### src/rtl/pgw_pkg.sv
package pgw_pkg;

    typedef enum logic [2:0] {
        ST_IDLE  = 3'd0,
        ST_EVAL  = 3'd1,
        ST_FETCH = 3'd2,
        ST_MOVE  = 3'd3,
        ST_DONE  = 3'd4
    } walk_state_t;

endpackage

### src/rtl/pgw_cfg.sv
module pgw_cfg #(
    parameter int ADDR_W = 32
) (
    input  logic              clk,
    input  logic              rst_n,
    input  logic              cfg_we,
    input  logic              cfg_sel,
    input  logic [ADDR_W-1:0] cfg_wdata,
    output logic [ADDR_W-1:0] tbl_base,
    output logic [ADDR_W-1:0] tbl_limit
);

    always_ff @(posedge clk) begin
        if (!rst_n) begin
            tbl_base  <= '0;
            tbl_limit <= '0;
        end else if (cfg_we) begin
            if (cfg_sel) tbl_limit <= cfg_wdata;
            else         tbl_base  <= cfg_wdata;
        end
    end

endmodule

### src/rtl/pgw_chunk.sv
module pgw_chunk #(
    parameter int ADDR_W    = 32,
    parameter int LEN_W     = 16,
    parameter int PAGE_BITS = 12,
    parameter int ENT_LOG2  = 3,
    localparam int CHUNK_W  = PAGE_BITS + 1
) (
    input  logic [ADDR_W-1:0]  cur_addr,
    input  logic [LEN_W-1:0]   remain,
    input  logic [ADDR_W-1:0]  tbl_base,
    input  logic [ADDR_W-1:0]  tbl_limit,
    output logic [CHUNK_W-1:0] chunk_len,
    output logic [ADDR_W-1:0]  slot_addr,
    output logic               over_limit,
    output logic               empty
);

    localparam int IDX_W     = ADDR_W - PAGE_BITS;
    localparam int CMP_W     = (LEN_W > CHUNK_W) ? LEN_W : CHUNK_W;
    localparam int PAGE_SIZE = 1 << PAGE_BITS;
    localparam logic [ADDR_W-1:0] SLOT_MASK = {1'b0, {(ADDR_W-1){1'b1}}};

    logic [IDX_W-1:0]   page_idx;
    logic [CHUNK_W-1:0] page_left;
    logic [CMP_W-1:0]   left_x;
    logic [CMP_W-1:0]   rem_x;
    logic [ADDR_W-1:0]  slot_sum;

    always_comb begin
        page_idx   = cur_addr[ADDR_W-1:PAGE_BITS];
        page_left  = CHUNK_W'(PAGE_SIZE) - CHUNK_W'(cur_addr[PAGE_BITS-1:0]);
        left_x     = CMP_W'(page_left);
        rem_x      = CMP_W'(remain);
        chunk_len  = (rem_x < left_x) ? CHUNK_W'(remain) : page_left;
        slot_sum   = tbl_base + (ADDR_W'(page_idx) << ENT_LOG2);
        slot_addr  = slot_sum & SLOT_MASK;
        over_limit = ADDR_W'(page_idx) >= (tbl_limit >> ENT_LOG2);
        empty      = (remain == '0);
    end

endmodule

### src/rtl/pgw_walk_fsm.sv
module pgw_walk_fsm
    import pgw_pkg::*;
#(
    parameter int ADDR_W    = 32,
    parameter int LEN_W     = 16,
    parameter int PAGE_BITS = 12,
    localparam int CHUNK_W  = PAGE_BITS + 1
) (
    input  logic               clk,
    input  logic               rst_n,
    input  logic               req_valid,
    output logic               req_ready,
    input  logic [ADDR_W-1:0]  req_addr,
    input  logic [LEN_W-1:0]   req_len,
    input  logic               req_write,
    input  logic [CHUNK_W-1:0] chunk_len,
    input  logic [ADDR_W-1:0]  slot_addr,
    input  logic               over_limit,
    input  logic               empty,
    output logic [ADDR_W-1:0]  cur_addr,
    output logic [LEN_W-1:0]   remain,
    output logic               ent_req,
    output logic [ADDR_W-1:0]  ent_addr,
    input  logic               ent_ack,
    input  logic [ADDR_W-1:0]  ent_data,
    output logic               xfer_req,
    output logic [ADDR_W-1:0]  xfer_addr,
    output logic [CHUNK_W-1:0] xfer_len,
    output logic               xfer_write,
    input  logic               xfer_ack,
    output logic               done,
    output logic               aborted
);

    localparam int PAGE_SIZE = 1 << PAGE_BITS;

    walk_state_t state_q, state_d;

    logic [ADDR_W-1:0]  slot_q;
    logic [ADDR_W-1:0]  phys_q;
    logic [CHUNK_W-1:0] chunk_q;
    logic               dir_q;
    logic               abort_q;

    // next-state logic
    always_comb begin
        state_d = state_q;
        unique case (state_q)
            ST_IDLE:  if (req_valid) state_d = ST_EVAL;
            ST_EVAL: begin
                if (empty || over_limit) state_d = ST_DONE;
                else                     state_d = ST_FETCH;
            end
            ST_FETCH: if (ent_ack)  state_d = ST_MOVE;
            ST_MOVE:  if (xfer_ack) state_d = ST_EVAL;
            ST_DONE:  state_d = ST_IDLE;
            default:  state_d = ST_IDLE;
        endcase
    end

    // state register
    always_ff @(posedge clk) begin
        if (!rst_n) state_q <= ST_IDLE;
        else        state_q <= state_d;
    end

    // walk datapath
    always_ff @(posedge clk) begin
        if (!rst_n) begin
            cur_addr <= '0;
            remain   <= '0;
            slot_q   <= '0;
            phys_q   <= '0;
            chunk_q  <= '0;
            dir_q    <= 1'b0;
            abort_q  <= 1'b0;
        end else begin
            unique case (state_q)
                ST_IDLE: if (req_valid) begin
                    cur_addr <= req_addr;
                    remain   <= req_len;
                    dir_q    <= req_write;
                    abort_q  <= 1'b0;
                end
                ST_EVAL: begin
                    slot_q  <= slot_addr;
                    chunk_q <= chunk_len;
                    if (!empty && over_limit) abort_q <= 1'b1;
                end
                ST_FETCH: if (ent_ack) begin
                    phys_q <= ent_data + ADDR_W'(cur_addr[PAGE_BITS-1:0]);
                end
                ST_MOVE: if (xfer_ack) begin
                    cur_addr <= cur_addr + ADDR_W'(chunk_q);
                    remain   <= remain - LEN_W'(chunk_q);
                end
                ST_DONE: ;
                default: ;
            endcase
        end
    end

    // outputs
    always_comb begin
        req_ready  = (state_q == ST_IDLE);
        ent_req    = (state_q == ST_FETCH);
        ent_addr   = slot_q;
        xfer_req   = (state_q == ST_MOVE);
        xfer_addr  = phys_q;
        xfer_len   = chunk_q;
        xfer_write = dir_q;
        done       = (state_q == ST_DONE);
        aborted    = abort_q;
    end

    // table read and data burst never overlap
    a_r6_one_port_busy: assert property (@(posedge clk) disable iff (!rst_n)
        !(ent_req && xfer_req));

    // a burst begins only right after an acknowledged table read
    a_r6_burst_after_entry: assert property (@(posedge clk) disable iff (!rst_n)
        $rose(xfer_req) |-> $past(ent_req && ent_ack));

    // held table read keeps its address
    a_r9_ent_hold: assert property (@(posedge clk) disable iff (!rst_n)
        (ent_req && !ent_ack) |=> (ent_req && $stable(ent_addr)));

    // held burst keeps address, length and direction
    a_r9_xfer_hold: assert property (@(posedge clk) disable iff (!rst_n)
        (xfer_req && !xfer_ack) |=>
            (xfer_req && $stable(xfer_addr) && $stable(xfer_len) && $stable(xfer_write)));

    // burst stays inside the current logical page and is non-empty
    a_r2_page_bound: assert property (@(posedge clk) disable iff (!rst_n)
        xfer_req |-> ((xfer_len != '0) &&
            ((CHUNK_W+1)'(cur_addr[PAGE_BITS-1:0]) + (CHUNK_W+1)'(xfer_len)
                <= (CHUNK_W+1)'(PAGE_SIZE))));

    // burst never exceeds the bytes left
    a_r2_within_remain: assert property (@(posedge clk) disable iff (!rst_n)
        xfer_req |-> (32'(xfer_len) <= 32'(remain)));

    // completion is a single-cycle pulse
    a_r7_done_pulse: assert property (@(posedge clk) disable iff (!rst_n)
        done |=> !done);

    // table read address has bit 31 clear
    a_r3_slot_mask: assert property (@(posedge clk) disable iff (!rst_n)
        ent_req |-> !ent_addr[ADDR_W-1]);

    // no acceptance while a walk is in progress
    a_r9_ready_idle: assert property (@(posedge clk) disable iff (!rst_n)
        req_ready |-> (!ent_req && !xfer_req && !done));

endmodule

### src/rtl/pgw_xlate.sv
module pgw_xlate #(
    parameter int ADDR_W    = 32,
    parameter int LEN_W     = 16,
    parameter int PAGE_BITS = 12,
    parameter int ENT_LOG2  = 3,
    localparam int CHUNK_W  = PAGE_BITS + 1
) (
    input  logic               clk,
    input  logic               rst_n,
    input  logic               cfg_we,
    input  logic               cfg_sel,
    input  logic [ADDR_W-1:0]  cfg_wdata,
    input  logic               req_valid,
    output logic               req_ready,
    input  logic [ADDR_W-1:0]  req_addr,
    input  logic [LEN_W-1:0]   req_len,
    input  logic               req_write,
    output logic               ent_req,
    output logic [ADDR_W-1:0]  ent_addr,
    input  logic               ent_ack,
    input  logic [ADDR_W-1:0]  ent_data,
    output logic               xfer_req,
    output logic [ADDR_W-1:0]  xfer_addr,
    output logic [CHUNK_W-1:0] xfer_len,
    output logic               xfer_write,
    input  logic               xfer_ack,
    output logic               done,
    output logic               aborted
);

    logic [ADDR_W-1:0]  tbl_base;
    logic [ADDR_W-1:0]  tbl_limit;
    logic [ADDR_W-1:0]  cur_addr;
    logic [LEN_W-1:0]   remain;
    logic [CHUNK_W-1:0] chunk_len;
    logic [ADDR_W-1:0]  slot_addr;
    logic               over_limit;
    logic               empty;

    pgw_cfg #(.ADDR_W(ADDR_W)) u_cfg (
        .clk       (clk),
        .rst_n     (rst_n),
        .cfg_we    (cfg_we),
        .cfg_sel   (cfg_sel),
        .cfg_wdata (cfg_wdata),
        .tbl_base  (tbl_base),
        .tbl_limit (tbl_limit)
    );

    pgw_chunk #(
        .ADDR_W    (ADDR_W),
        .LEN_W     (LEN_W),
        .PAGE_BITS (PAGE_BITS),
        .ENT_LOG2  (ENT_LOG2)
    ) u_chunk (
        .cur_addr   (cur_addr),
        .remain     (remain),
        .tbl_base   (tbl_base),
        .tbl_limit  (tbl_limit),
        .chunk_len  (chunk_len),
        .slot_addr  (slot_addr),
        .over_limit (over_limit),
        .empty      (empty)
    );

    pgw_walk_fsm #(
        .ADDR_W    (ADDR_W),
        .LEN_W     (LEN_W),
        .PAGE_BITS (PAGE_BITS)
    ) u_fsm (
        .clk        (clk),
        .rst_n      (rst_n),
        .req_valid  (req_valid),
        .req_ready  (req_ready),
        .req_addr   (req_addr),
        .req_len    (req_len),
        .req_write  (req_write),
        .chunk_len  (chunk_len),
        .slot_addr  (slot_addr),
        .over_limit (over_limit),
        .empty      (empty),
        .cur_addr   (cur_addr),
        .remain     (remain),
        .ent_req    (ent_req),
        .ent_addr   (ent_addr),
        .ent_ack    (ent_ack),
        .ent_data   (ent_data),
        .xfer_req   (xfer_req),
        .xfer_addr  (xfer_addr),
        .xfer_len   (xfer_len),
        .xfer_write (xfer_write),
        .xfer_ack   (xfer_ack),
        .done       (done),
        .aborted    (aborted)
    );

endmodule

### config.mk
export PLATFORM = sky130hd
export DESIGN_NAME = pgw_xlate
export DESIGN_NICKNAME = d
export VERILOG_FILES = /design/src/rtl/pgw_pkg.sv /design/src/rtl/pgw_cfg.sv /design/src/rtl/pgw_chunk.sv /design/src/rtl/pgw_walk_fsm.sv /design/src/rtl/pgw_xlate.sv
export SDC_FILE = /design/constraint.sdc
export NUM_CORES = 1
export LEC_CHECK = 0
export ABC_AREA = 1
export BUFFER_PORTS_ARGS = -buffer_cell sky130_fd_sc_hd__buf_2
export CORE_UTILIZATION = 55
export DETAILED_ROUTE_END_ITERATION = 8
export GPL_ROUTABILITY_DRIVEN = 0
export PLACE_DENSITY = 0.83
export SETUP_SLACK_MARGIN = 0.5
export SLEW_MARGIN = 25
export SYNTH_ARGS = -nofsm -noshare
export SYNTH_HDL_FRONTEND = slang
export SYNTH_SLANG_ARGS = --single-unit
### constraint.sdc
create_clock -name clk -period 6.22 [get_ports clk]
set_input_delay 0 -clock clk [delete_from_list [all_inputs] [get_ports clk]]
set_output_delay 0 -clock clk [all_outputs]
set_load 0.05 [all_outputs]
# Yosys cells after proc, flatten, opt, wreduce, memory -nomap -nowiden
# Cells that the tools add are included.
dict set report totals {
  ff_bits 192
}
dict set report classes {
  n_addsub 5
  magnitude_cmp 2
  eq_ne 8
  n_mux 15
  bitwise 1
  n_reduce_logical 14
}
# op n
set ops {}
lappend ops {{$mux W32} 2}
lappend ops {{$pmux W32 S2} 1}
lappend ops {{$add A32 B12 Y32} 1}
lappend ops {{$add A32 B13 Y32} 1}
lappend ops {{$mux W16} 2}
lappend ops {{$pmux W16 S2} 1}
lappend ops {{$add A31 B23 Y31} 1}
lappend ops {{$ge A20 B29 Y1} 1}
lappend ops {{$logic_not A16 Y1} 1}
lappend ops {{$lt A16 B13 Y1} 1}
lappend ops {{$sub A16 B13 Y16} 1}
lappend ops {{$mux W13} 1}
lappend ops {{$sub A13 B12 Y13 const A} 1}
lappend ops {{$mux W3} 4}
lappend ops {{$pmux W3 S4} 1}
lappend ops {{$reduce_and A3 Y1} 3}
lappend ops {{$reduce_and A2 Y1} 4}
lappend ops {{$eq A3 B2 Y1 const B} 2}
lappend ops {{$ne A2 B1 Y1 const B} 3}
lappend ops {{$reduce_bool A2 Y1} 2}
lappend ops {{$eq A3 B1 Y1 const B} 1}
lappend ops {{$eq A3 B3 Y1 const B} 1}
lappend ops {{$logic_not A3 Y1} 1}
lappend ops {{$mux W1} 2}
lappend ops {{other kinds (6)} 6}

# Depth between registers and ports, before layout
# Gate-level depths: netlist of the first run.
dict set report depth {
  word_depth 5
  depth_mapped 20
  mapped_depth_nobuf 19
}

# Cells and area by module
# From an unflattened synthesis of the first run, not the netlist that was laid out.
dict set report unflattened {
  hier_cells 2298
  hier_area_um2 14102.3
}
# mod n_inst cells_each area_each_um2
set by_module_without_submodules {}
lappend by_module_without_submodules {pgw_walk_fsm 1 1345 8436.8}
lappend by_module_without_submodules {pgw_chunk 1 602 3129.3}
lappend by_module_without_submodules {pgw_cfg 1 351 2536.2}

# Worst setup path after synthesis of the first run
# Ideal clock, no wire load.
dict set report synth_timing {
  path_kind {register to register}
  startpoint {register u_fsm.cur_addr[1]}
  endpoint {register u_fsm.chunk_q[0] (netlist: u_fsm.xfer_len[0])}
  t_arrival_ns 2.793
  path_slack_ns 3.295
  stages_incl_launch_ff 17
  n_path_buf 1
  period_less_slack_ns 2.925
  path_cell_list {dfxtp_1 inv_1 ha_1 nand2_1 nor2_1 nand3_1 nor3_1 nand4_1 or2_2 ha_1 nand3_1 a31oi_1 nor3_2 clkbuf_1 nand3_1 nand3_1 a21oi_1}
}
dict set report synth_between {
  elab_chain_cells 3
}
# item line
set synth_lines {}
lappend synth_lines {{start, declared} pgw_walk_fsm.sv:20} ;# output logic [ADDR_W-1:0] cur_addr,
lappend synth_lines {{start signal, assigned} pgw_walk_fsm.sv:80} ;# cur_addr <= req_addr;
lappend synth_lines {{start signal, assigned} pgw_walk_fsm.sv:94} ;# cur_addr <= cur_addr + ADDR_W'(chunk_q);
lappend synth_lines {{$sub A13 B12 Y13} pgw_chunk.sv:31} ;# page_left = CHUNK_W'(PAGE_SIZE) - CHUNK_W'(cur_addr[PAGE_BITS-1:0]);
lappend synth_lines {{$lt A16 B13 Y1} pgw_chunk.sv:34} ;# chunk_len = (rem_x < left_x) ? CHUNK_W'(remain) : page_left;
lappend synth_lines {{$mux W13} pgw_chunk.sv:34}
lappend synth_lines {{end signal, assigned} pgw_walk_fsm.sv:87} ;# chunk_q <= chunk_len;
lappend synth_lines {{end, declared} pgw_walk_fsm.sv:41} ;# logic [CHUNK_W-1:0] chunk_q;
# No other way between the ends.
# A chain may end at the register's enable or synchronous reset.

# Final worst setup path of the first run
dict set report layout_timing {
  startpoint {register u_fsm.cur_addr[1]}
  endpoint {register u_fsm.chunk_q[12] (netlist: u_fsm.xfer_len[12])}
}
dict set report layout_between {
  elab_chain_cells 3
}
# item line
set layout_lines {}
lappend layout_lines {{$sub A13 B12 Y13 (*)} pgw_chunk.sv:31}
lappend layout_lines {{$lt A16 B13 Y1} pgw_chunk.sv:34}
lappend layout_lines {{$mux W13 (*)} pgw_chunk.sv:34}
# Mark *: on every way between the ends. The rest lies on a longest branch, timed or not.

==> impl_metrics.env, run 1 <==
export IMPL_rsz0062_at_grt="no"
export IMPL_numPortBuffers=201
export IMPL_timing_final_max_slew_violations=0
export IMPL_syn_area_um2=13000
export IMPL_fillerInstances=1919
export IMPL_grt_pass1_wl_um=65530
export IMPL_start_util_pct=56.71
export IMPL_multi_input_area_um2=7891
export IMPL_outcome="complete, no violations"
export IMPL_synth_edf_count=0
export IMPL_max_slew_worst_pin_slew_ps=996.6
export IMPL_clockBufferDepth=2
export IMPL_cp_end_kind="flop"
export IMPL_drive_gt1_share_pct=11.46
export IMPL_path_max_fanout=14
export IMPL_post_dp_hpwl_um=28770
export IMPL_min_path_type="input pin to flop"
export IMPL_die_y_um=155.7
export IMPL_slew_headroom_pct=33.56
export IMPL_grt_overflow_total=0
export IMPL_seq_area_frac_synth_pct=29.11
export IMPL_synth_cells=2026
export IMPL_period_share_pct=66.10
export IMPL_critPathBufInv=1
export IMPL_ys_flop_type="dfxtp_1"
export IMPL_postCtsSetupBuffers=0
export IMPL_path_common_cell="nand3_1"
export IMPL_cp_start_kind="flop"
export IMPL_p_leak_nw=8.020
export IMPL_fmax_mhz=243.2
export IMPL_crit_slowest_cell="nor3_2"
export IMPL_die_w_um=155.7
export IMPL_finalClockSkew_ps=10.53
export IMPL_p_total_w=0.005809
export IMPL_p_int_w=0.002951
export IMPL_wl_per_cell_um=15.68
export IMPL_setup_violations=0
export IMPL_ant_nets=0
export IMPL_placed_cells=2479
export IMPL_cts_root_buf="clkbuf_16"
export IMPL_power_density_nw_per_um2=366.6
export IMPL_worstPathArrival_ps=4480
export IMPL_period_needed_ps=4111
export IMPL_drt_iter0_markers=1292
export IMPL_clock_sinks=189
export IMPL_avgSynthCellArea_um2=6.415
export IMPL_finalNonFillerCells=2620
export IMPL_ys_types=45
export IMPL_first_pass_iters=6
export IMPL_cp_depth=16
export IMPL_grt_max_degree=107
export IMPL_pwr_share_seq_pct=29.7
export IMPL_register_area_um2=3784
export IMPL_maxCapViolations=0
export IMPL_die_area_um2=24250
export IMPL_vias_per_cell=5.616
export IMPL_ctsHtreeMaxLevel=4
export IMPL_insertion_delay_ps=450
export IMPL_p_sw_w=0.002858
export IMPL_num_vias=14713
export IMPL_grt_pass1_vias=13881
export IMPL_grt_util_all_layers_pct=33.57
export IMPL_syn_to_final_growth_pct=21.90
export IMPL_combPwrFrac_pct=51.2
export IMPL_synthArstFlopShare_pct=0
export IMPL_swShare_pct=49.20
export IMPL_pin_count=203
export IMPL_pwr_share_clk_pct=19.1
export IMPL_path_clk_slew_ps=70
export IMPL_holdPathStages=5
export IMPL_critical_path_class="flop to flop"
export IMPL_ir_drop_v=0.0002487
export IMPL_required_ps=6590
export IMPL_ys_ff_latch=189
export IMPL_final_cell_mix="nand2_1, inv_1, nor2_1, buf_2, dfxtp_1"
export IMPL_crit_chain="inv_1, ha_1, nand2_1, nor2_1, nand3_1, nor3_1, nand4_1, or2_2, ha_1, nand3_1, a31oi_1, nor3_2, nand2_1, o21ai_0, nand3_1, a21oi_1"
export IMPL_syn_nets=2241
export IMPL_layout_commonest_cell="nand2_1"
export IMPL_hold_violations=0
export IMPL_crit_family="simple AND/OR/NAND/NOR gates"
export IMPL_nets=2507
export IMPL_drc=0
export IMPL_tns_ps=0
export IMPL_ys_warn_count=0
export IMPL_cts_tree="done"
export IMPL_rows=55
export IMPL_cts_buffers=17
export IMPL_antenna_found_initial=4
export IMPL_critPathMaxStageDelay_ps=680
export IMPL_drt_wl_total_um=41070
export IMPL_core_area_um2=22920
export IMPL_reg2reg_depth=16
export IMPL_fin_hold_ws_ps=3.591
[tightest hold or removal path: cells and delay by family]
kind                   cells  cell delay (ps)
buffers and inverters      1               80
AO/OA/AOI/OAI              2              170
AND/OR/NAND/NOR            2              160
[metal layers]
| metal | wire length (um) | vias up | global-route usage (%) |
|---|---|---|---|
| li1 | - | 7179 | - |
| met1 | 15940 | 6670 | 37.36 |
| met2 | 19620 | 686 | 58.70 |
| met3 | 3355 | 178 | 7.694 |
| met4 | 2159 | 0 | 19.47 |
| met5 | 0 | - | 0 |
[cells in the mapped netlist, types with 3 or more instances]
cell type	number	share of area, %
nand2_1	420	12
inv_1	268	7.7
nor2_1	260	7.5
dfxtp_1	189	29
a21oi_1	184	7.1
o21ai_0	153	5.9
nand3_1	141	5.4
ha_1	91	8.8
clkbuf_1	50	1.4
xor2_1	35	2.4
nand4_1	28	1.3
nor3_1	28	1.1
o21bai_1	22	1.3
nand3b_1	19	1.1
o21ai_1	16	0.62
buf_2	15	0.58
xnor2_1	12	0.81
nor4_1	11	0.53
a21o_1	10	0.58
or2_2	9	0.43
o211ai_1	8	0.46
o21a_1	8	0.46
a31oi_1	7	0.34
a221oi_1	5	0.34
fa_1	4	0.62
inv_2	4	0.12
a211oi_1	3	0.17
buf_4	3	0.17
[layout make-up]
type	count	share of cell area, %
clock buffers	18	2.772
inverters	273	6.468
clock inverters	13	0.9477
well taps	313	2.472
repair buffers	318	13.60
diodes	3	0.04739
multi-input cells	1493	49.81
flip-flops and latches	189	23.88
[cells by family after synthesis]
logic type      count (synthesis)  synth area share [%]
other cells                     1               0.02885
buf+inv                       344                 10.22
fa+ha+maj                      95                 9.377
compound gates                427                 18.06
xor+xnor                       47                 3.167
simple gates                  923                 30.03
flops                         189                 29.11
[worst paths after layout]
kind                    endpoint                 from  slack, ps
max           u_fsm.xfer_len[12]    u_fsm.cur_addr[1]       2110
min             u_fsm.remain[12]          req_len[12]          4
max reg2reg   u_fsm.xfer_len[12]    u_fsm.cur_addr[1]       2110
min reg2reg  u_cfg.tbl_limit[31]  u_cfg.tbl_limit[31]        460
[flip-flops by register name, indices dropped and copies added, names as in the netlist]
name              cells
u_cfg.tbl_base       31
u_cfg.tbl_limit      29
u_fsm.aborted         1
u_fsm.cur_addr       32
u_fsm.ent_addr       31
u_fsm.remain         16
u_fsm.state_q         3
u_fsm.xfer_addr      32
u_fsm.xfer_len       13
u_fsm.xfer_write      1
[power by group through the flow]
stage / logic, W / registers, W / clock network (W)
floorplan: 0.00179 / 0.00207 / 0
detailed placement: 0.00283 / 0.00173 / 0
global route: 0.00327 / 0.00175 / 0.00117
finish: 0.00297 / 0.00172 / 0.00111
global placement: 0.00276 / 0.00172 / 0
CTS: 0.00291 / 0.00171 / 0.00112
[timing repair]
item                      CTS  global route
resized for setup           0             0
hold buffers              107             0
hold endpoints to repair  128             0
[through the flow]
stage	worst slack [ps]	instance area, um^2	utilization, %
6_report	2109	15840	69.13
5_1_grt	1764	15840	69.12
4_1_cts	2143	15840	69.10
3_5_place_dp	2210	14170	61.86
3_3_place_gp	2404	14170	61.86
2_1_floorplan	3295	13000	-
Note: power is estimated with default switching activity, not from simulation.
==> inputs of run 2 (changes only) <==
==> constraint.sdc (replaced) <==
create_clock -name clk -period 3.95 [get_ports clk]
set_input_delay 0 -clock clk [delete_from_list [all_inputs] [get_ports clk]]
set_output_delay 0 -clock clk [all_outputs]
set_load 0.05 [all_outputs]
==> run 2 against run 1 <==
Cell area rose by 0.36%. Die area did not move. Total power rose by 61%. Wire length rose by 0.53%. Clock skew rose by 3.7 ps. Global-route usage rose by 0.23 points. Critical path depth did not move. Sequential power rose by 58%. Critical path type unchanged. Critical endpoint is now u_fsm.xfer_len[5]. Highest routed layer is now met5.
==> impl_metrics.env, run 2 (synthesis gave the netlist of run 1 again) <==
export IMPL_path_clk_slew_ps=80
export IMPL_rsz0062_at_grt="no"
export IMPL_cts_root_buf="clkbuf_16"
export IMPL_numPortBuffers=201
export IMPL_grt_busiest_layer="met2"
export IMPL_die_area_um2=24250
export IMPL_drc=0
export IMPL_die_y_um=155.7
export IMPL_holdCritStartpoint="ent_data[12]"
export IMPL_pin_count=203
export IMPL_final_cell_mix="nand2_1, inv_1, nor2_1, buf_2, dfxtp_1"
export IMPL_nets=2506
export IMPL_outcome="complete, no violations"
export IMPL_gr_usage_met3_pct=6.750
export IMPL_hold_violations=0
export IMPL_grt_pass1_wl_um=65680
export IMPL_setup_violations=0
export IMPL_drt_iter0_markers=1269
export IMPL_cp_end_kind="flop"
export IMPL_worstPathArrival_ps=3570
export IMPL_crit_slowest_cell="dfxtp_1"
export IMPL_p_leak_nw=8.040
export IMPL_clockBufferDepth=2
export IMPL_maxCapViolations=0
export IMPL_layout_commonest_cell="nand2_1"
export IMPL_p_total_w=0.009357
export IMPL_r2r_start="u_fsm.cur_addr[1]"
export IMPL_core_area_um2=22920
export IMPL_crit_chain="inv_1, ha_1, nand2_1, nor2_1, nand3_1, nor3_4, nand4_1, or2_2, ha_1, nand3_1, a31oi_2, nor3_4, buf_4, nand3b_1, nand3_1, a21oi_1"
export IMPL_finalClockSkew_ps=14.23
export IMPL_syn_to_final_growth_pct=22.34
export IMPL_antenna_found_initial=3
export IMPL_min_path_type="input pin to flop"
export IMPL_ir_drop_v=0.0004764
export IMPL_rows=55
export IMPL_fin_hold_ws_ps=8.574
export IMPL_power_density_nw_per_um2=588.5
export IMPL_grt_overflow_total=0
export IMPL_fmax_mhz=305.0
export IMPL_grt_pass1_vias=13932
export IMPL_ctsHtreeMaxLevel=4
export IMPL_critPathBufInv=2
export IMPL_ant_nets=0
export IMPL_insertion_delay_ps=450
export IMPL_path_max_fanout=13
export IMPL_startpoint="u_fsm.cur_addr[1]"
export IMPL_start_util_pct=56.71
export IMPL_cts_tree="done"
export IMPL_required_ps=4240
export IMPL_wl_per_cell_um=15.76
export IMPL_path_common_cell="nand3_1"
export IMPL_critical_path_class="flop to flop"
export IMPL_max_slew_worst_pin_slew_ps=930.0
export IMPL_clock_sinks=189
export IMPL_cp_start_kind="flop"
export IMPL_first_pass_iters=9
export IMPL_final_cell_area_um2=15900
export IMPL_num_vias=14766
export IMPL_register_area_um2=3784
export IMPL_fillerInstances=1891
export IMPL_fin_ws_ps=671.0
export IMPL_drt_wl_total_um=41290
export IMPL_drive_gt1_share_pct=11.85
export IMPL_slew_headroom_pct=37.91
export IMPL_post_dp_hpwl_um=29220
export IMPL_die_w_um=155.7
export IMPL_cts_buffers=17
export IMPL_period_needed_ps=3279
export IMPL_use_met1_pct=38.45
export IMPL_timing_final_max_slew_violations=0
export IMPL_grt_max_degree=72
export IMPL_pre_cts_slack_ps=-85.23
export IMPL_vias_per_cell=5.636
export IMPL_grt_util_met2_pct=58.53
export IMPL_critPathMaxStageDelay_ps=380
export IMPL_multi_input_area_um2=7918
export IMPL_place_area_um2=14200
export IMPL_period_share_pct=83.01
export IMPL_grt_util_all_layers_pct=33.80
export IMPL_crit_family="simple AND/OR/NAND/NOR gates"
[run 2: cell count changes in the layout (fill, tap and decap cells not counted), moves of 2 or more]
cell	before	now
dlygate4sd3_1	107	102
buf_4	11	15
inv_6	1	4
bufinv_16	0	2
clkinv_4	3	1
nor3_4	1	3
[run 2: layout make-up]
type                    instances  share of cell area (%)
diodes                          3                 0.04722
clock buffers                  17                   2.676
clock inverters                15                   1.346
inverters                     273                   6.445
multi-input cells            1493                   49.80
flip-flops and latches        189                   23.80
well taps                     313                   2.463
repair buffers                317                   13.43
[run 2: metrics by stage]
stage                     TNS [ps]  cells  util (%)
after global placement           0   2482     61.95
after floorplan                  0   2026         -
after detailed placement    -782.7   2482     61.95
after CTS                        0   2617     69.28
after global routing             0   2618     69.36
final                            0   2620     69.38
[run 2: repair_timing]
action | CTS | global route
resized for setup | 2 | 3
setup endpoints to repair | 13 | 13
endpoints found under the hold margin | 127 | 0
hold buffers | 102 | 0
pin swaps | 1 | 0
setup buffers | 1 | 0
[run 2: worst reg2reg max path: stages (launching register included)]
cell and delay (ps):
dfxtp_1 380, inv_1 130, ha_1 200, nand2_1 60
nor2_1 170, nand3_1 220, nor3_4 240, nand4_1 190
or2_2 330, ha_1 280, nand3_1 120, a31oi_2 60
nor3_4 210, buf_4 240, nand3b_1 120, nand3_1 90
a21oi_1 60
[run 2: layer usage]
| metal | vias to the layer above | wire length, um |
|---|---|---|
| met2 | 737 | 19650 |
| met4 | 4 | 2272 |
| met1 | 6661 | 15760 |
| li1 | 7179 | - |
| met3 | 185 | 3583 |
| met5 | - | 26 |
[run 2: path summary, 6_finish.rpt]
path | slack (ps) | endpoint | cells after the start
setup / recovery | 670 | u_fsm.xfer_len[5] | 16
hold / removal | 9 | u_fsm.xfer_addr[12] | 4
setup reg to reg | 670 | u_fsm.xfer_len[5] | 16
hold reg to reg | 460 | u_cfg.tbl_limit[27] | 2
[run 2: power by group]
group          internal, W  switching, W
clock network     0.000985      0.000895
registers          0.00228      0.000437
logic              0.00153       0.00324
total              0.00479       0.00457
==> inputs of run 3 (changes only) <==
--- a/config.mk
+++ b/config.mk
@@ -5,12 +5,12 @@
 export SDC_FILE = /design/constraint.sdc
 export NUM_CORES = 1
 export LEC_CHECK = 0
-export ABC_AREA = 1
+export ABC_AREA = 0
 export BUFFER_PORTS_ARGS = -buffer_cell sky130_fd_sc_hd__buf_2
 export CORE_UTILIZATION = 55
 export DETAILED_ROUTE_END_ITERATION = 8
 export GPL_ROUTABILITY_DRIVEN = 0
-export PLACE_DENSITY = 0.83
+export PLACE_DENSITY = 0.84
 export SETUP_SLACK_MARGIN = 0.5
 export SLEW_MARGIN = 25
 export SYNTH_ARGS = -nofsm -noshare
==> constraint.sdc (replaced) <==
create_clock -name clk -period 3.1 [get_ports clk]
set_input_delay 0 -clock clk [delete_from_list [all_inputs] [get_ports clk]]
set_output_delay 0 -clock clk [all_outputs]
set_load 0.05 [all_outputs]
==> run 3 against run 2 <==
Clock power rose by 23%. First-iteration DRC count rose by 35%. Largest power group unchanged. The flow now finishes with violations (design-rule violations, max-capacitance violations, max-slew violations, negative setup slack). Critical path type unchanged. Non-clock buffer count rose by 61. Core utilization rose by 8.2 points. Combinational power fell by 20%. Fmax fell by 2.5%. Critical path depth fell by 4. Via count fell by 7.2%. Total power fell by 2.2%.
==> impl_metrics.env, run 3 <==
export IMPL_avgSynthCellArea_um2=7.777
export IMPL_seq_area_frac_synth_pct=32.85
export IMPL_critical_path_class="flop to flop"
export IMPL_num_vias=13698
export IMPL_nets=2015
export IMPL_syn_nets=1696
export IMPL_cts_root_buf="clkbuf_16"
export IMPL_ys_types=78
export IMPL_p_leak_nw=6.667
export IMPL_post_synth_top_area_cell="dfxtp_1"
export IMPL_clockBufferDepth=2
export IMPL_period_needed_ps=3362
export IMPL_synth_top_family_by_area="compound AO/OA/AOI/OAI gates"
export IMPL_ant_nets=0
export IMPL_final_cell_mix="nand2_1, buf_2, a21oi_1, dfxtp_1, dlygate4sd3_1"
export IMPL_max_slew_worst_pin_slew_ps=1557
export IMPL_p_total_w=0.009148
export IMPL_period_share_pct=108.5
export IMPL_timing_final_max_slew_violations=2
export IMPL_rsz0062_at_grt="yes"
export IMPL_drive_gt1_share_pct=26.82
export IMPL_rrSetupSlack_ps=-260
export IMPL_cts_buffers=17
export IMPL_final_cell_area_um2=15790
export IMPL_numPortBuffers=201
export IMPL_tns_ps=-1445
export IMPL_path_clk_slew_ps=80
export IMPL_syn_to_final_growth_pct=37.10
export IMPL_drc=5
export IMPL_synth_mux_area_share_pct=0.2607
export IMPL_start_util_pct=56.56
export IMPL_synth_area_leaders="dfxtp_1, ha_1, a21oi_1"
export IMPL_path_max_fanout=5
export IMPL_grt_max_degree=57
export IMPL_ys_ff_latch=189
export IMPL_synth_compound_area_share_pct=25.65
export IMPL_die_y_um=146.7
export IMPL_cp_depth=12
export IMPL_post_dp_hpwl_um=25230
export IMPL_synthArstFlopShare_pct=0
export IMPL_core_area_um2=20360
export IMPL_wl_per_cell_um=21.69
export IMPL_die_w_um=146.7
export IMPL_ys_top_cells_by_count="nand2_1, dfxtp_1, a21oi_1"
export IMPL_layout_commonest_cell="nand2_1"
export IMPL_slew_headroom_pct=-4.786
export IMPL_crit_family="compound AO/OA/AOI/OAI gates"
export IMPL_vias_per_cell=6.576
export IMPL_cp_start_kind="flop"
export IMPL_ir_drop_v=0.0003751
export IMPL_synth_simple_area_share_pct=21.18
export IMPL_grt_util_all_layers_pct=36.35
export IMPL_reg2reg_depth=12
export IMPL_ys_warn_count=0
export IMPL_synth_fa_ha_area_share_pct=10.58
export IMPL_r2r_end="u_fsm.xfer_len[4]"
export IMPL_critPathMaxStageDelay_ps=390
export IMPL_synth_xor_area_share_pct=4.563
export IMPL_rows=52
export IMPL_hold_violations=0
export IMPL_ctsHtreeMaxLevel=4
export IMPL_drt_iter0_markers=1713
export IMPL_antenna_found_initial=1
export IMPL_holdPathStages=4
export IMPL_cp_end_kind="flop"
export IMPL_setup_violations=13
export IMPL_min_path_type="input pin to flop"
export IMPL_first_pass_iters=9
export IMPL_finalClockSkew_ps=16.41
export IMPL_synth_edf_count=0
export IMPL_required_ps=3430
export IMPL_clock_sinks=189
export IMPL_maxCapViolations=1
export IMPL_holdPathEnd="u_fsm.xfer_addr[11]"
export IMPL_crit_slowest_cell="dfxtp_4"
export IMPL_holdCritStartpoint="ent_data[11]"
export IMPL_crit_chain="nor2_2, nand3b_1, xnor2_2, ha_1, a21o_1, a21o_1, a221oi_2, o21a_2, o21bai_4, buf_4, o211a_4, a221oi_2"
export IMPL_r2r_start="u_fsm.cur_addr[0]"
export IMPL_worstPathArrival_ps=3700
export IMPL_grt_pass1_wl_um=62460
export IMPL_grt_pass1_vias=12358
export IMPL_fmax_mhz=297.4
export IMPL_die_area_um2=21520
export IMPL_cts_tree="done"
export IMPL_synth_most_common_cell="nand2_1"
export IMPL_pin_count=203
export IMPL_power_density_nw_per_um2=579.4
export IMPL_drt_wl_total_um=45180
export IMPL_violations="design-rule violations, max-capacitance violations, max-slew violations, negative setup slack"
export IMPL_insertion_delay_ps=460
export IMPL_synth_top_cell_area_share_pct=32.85
export IMPL_syn_area_um2=11520
export IMPL_ys_flop_type="dfxtp_1"
export IMPL_critPathBufInv=1
export IMPL_fin_ws_ps=-262.1
export IMPL_outcome="finished with violations"
export IMPL_grt_overflow_total=0
export IMPL_place_area_um2=12840
export IMPL_synth_cells=1481
==> run 3: cell types whose count changed in the layout (fill, tap and decap cells not counted), moves of 19 or more <==
| cell | before | now |
|---|---|---|
| a211oi_1 | 3 | 24 |
| and3_1 | 1 | 20 |
| buf_4 | 15 | 69 |
| dfxtp_1 | 189 | 162 |
| inv_1 | 267 | 62 |
| nand2_1 | 419 | 239 |
| nand3_1 | 141 | 29 |
| nor2_1 | 259 | 72 |
| o21ai_0 | 153 | 63 |
| xnor2_1 | 12 | 35 |
==> run 3: kinds of logic after synthesis <==
| group | count (synthesis) |
|---|---|
| AO/OA/AOI/OAI | 462 |
| XOR/XNOR | 60 |
| adder cells (fa/ha/maj) | 95 |
| buffers and inverters | 148 |
| flip-flops | 189 |
| multiplexers | 3 |
| other | 1 |
| AND/OR/NAND/NOR | 523 |
==> run 3: worst max path at each step <==
stage | slack (ps) | end | start
final | -260 | u_fsm.xfer_len[4] | u_fsm.cur_addr[0]
after global routing | -570 | u_fsm.xfer_len[4] | u_fsm.cur_addr[0]
after CTS | 320 | u_fsm.xfer_len[2] | u_fsm.cur_addr[3]
after detailed placement | 120 | u_fsm.cur_addr[24] | u_fsm.cur_addr[0]
after global placement | 260 | u_fsm.cur_addr[24] | u_fsm.cur_addr[7]
after floorplan | 500 | u_fsm.xfer_len[6] | u_fsm.cur_addr[5]
==> run 3: layout make-up <==
cell class,instances,area [um^2]
Fill cell,1248,4574
Tap cell,270,337.8
Multi-Input combinational cell,1146,8134
Clock buffer,18,429.2
Clock inverter,13,153.9
Inverter,68,257.7
Antenna cell,1,2.502
Sequential cell,189,3842
Timing Repair Buffer,378,2633
==> run 3: per-stage QoR <==
step | worst slack, ps | std cells | util [%] | hold slack (ps)
after floorplan | 499.1 | 1481 | - | 136.0
after global placement | 258.1 | 1898 | 63.03 | 244.3
after detailed placement | 118.8 | 1898 | 63.04 | 250.6
after CTS | 317.0 | 2056 | 73.56 | 4.861
after global routing | -570.4 | 2082 | 77.53 | 31.46
final | -262.1 | 2083 | 77.54 | 14.17
==> run 3: what timing repair did <==
item | 4_1_cts | 5_1_grt
setup buffers | 30 | 25
gates cloned | 2 | 1
hold endpoints to repair | 123 | 0
endpoints found under the setup margin | 52 | 70
pin swaps | 29 | 56
hold buffers | 95 | 0
gates resized for setup | 81 | 121
==> run 3: worst register-to-register path, stage by stage, from the launching register on <==
cell	delay [ps]
dfxtp_4	390
nor2_2	240
nand3b_1	180
xnor2_2	280
ha_1	310
a21o_1	190
a21o_1	220
a221oi_2	260
o21a_2	270
o21bai_4	120
buf_4	150
o211a_4	270
a221oi_2	360
==> run 3: power breakdown <==
| part | total, W | switching [W] | internal, W |
|---|---|---|---|
| clock network | 0.00231 | 0.00110 | 0.00121 |
| logic | 0.00383 | 0.00237 | 0.00146 |
| registers | 0.00301 | 0.000330 | 0.00268 |
==> run 3: layer usage <==
layer / vias to the layer above / part of all wire, % / routed length, um / track usage, %
met5: - / 0 / 0 / 0
met4: 0 / 7.5 / 3399 / 21.25
met3: 360 / 13 / 5665 / 8.758
met2: 1187 / 44 / 19930 / 58.74
met1: 6182 / 36 / 16190 / 44.01
li1: 5969 / - / - / -
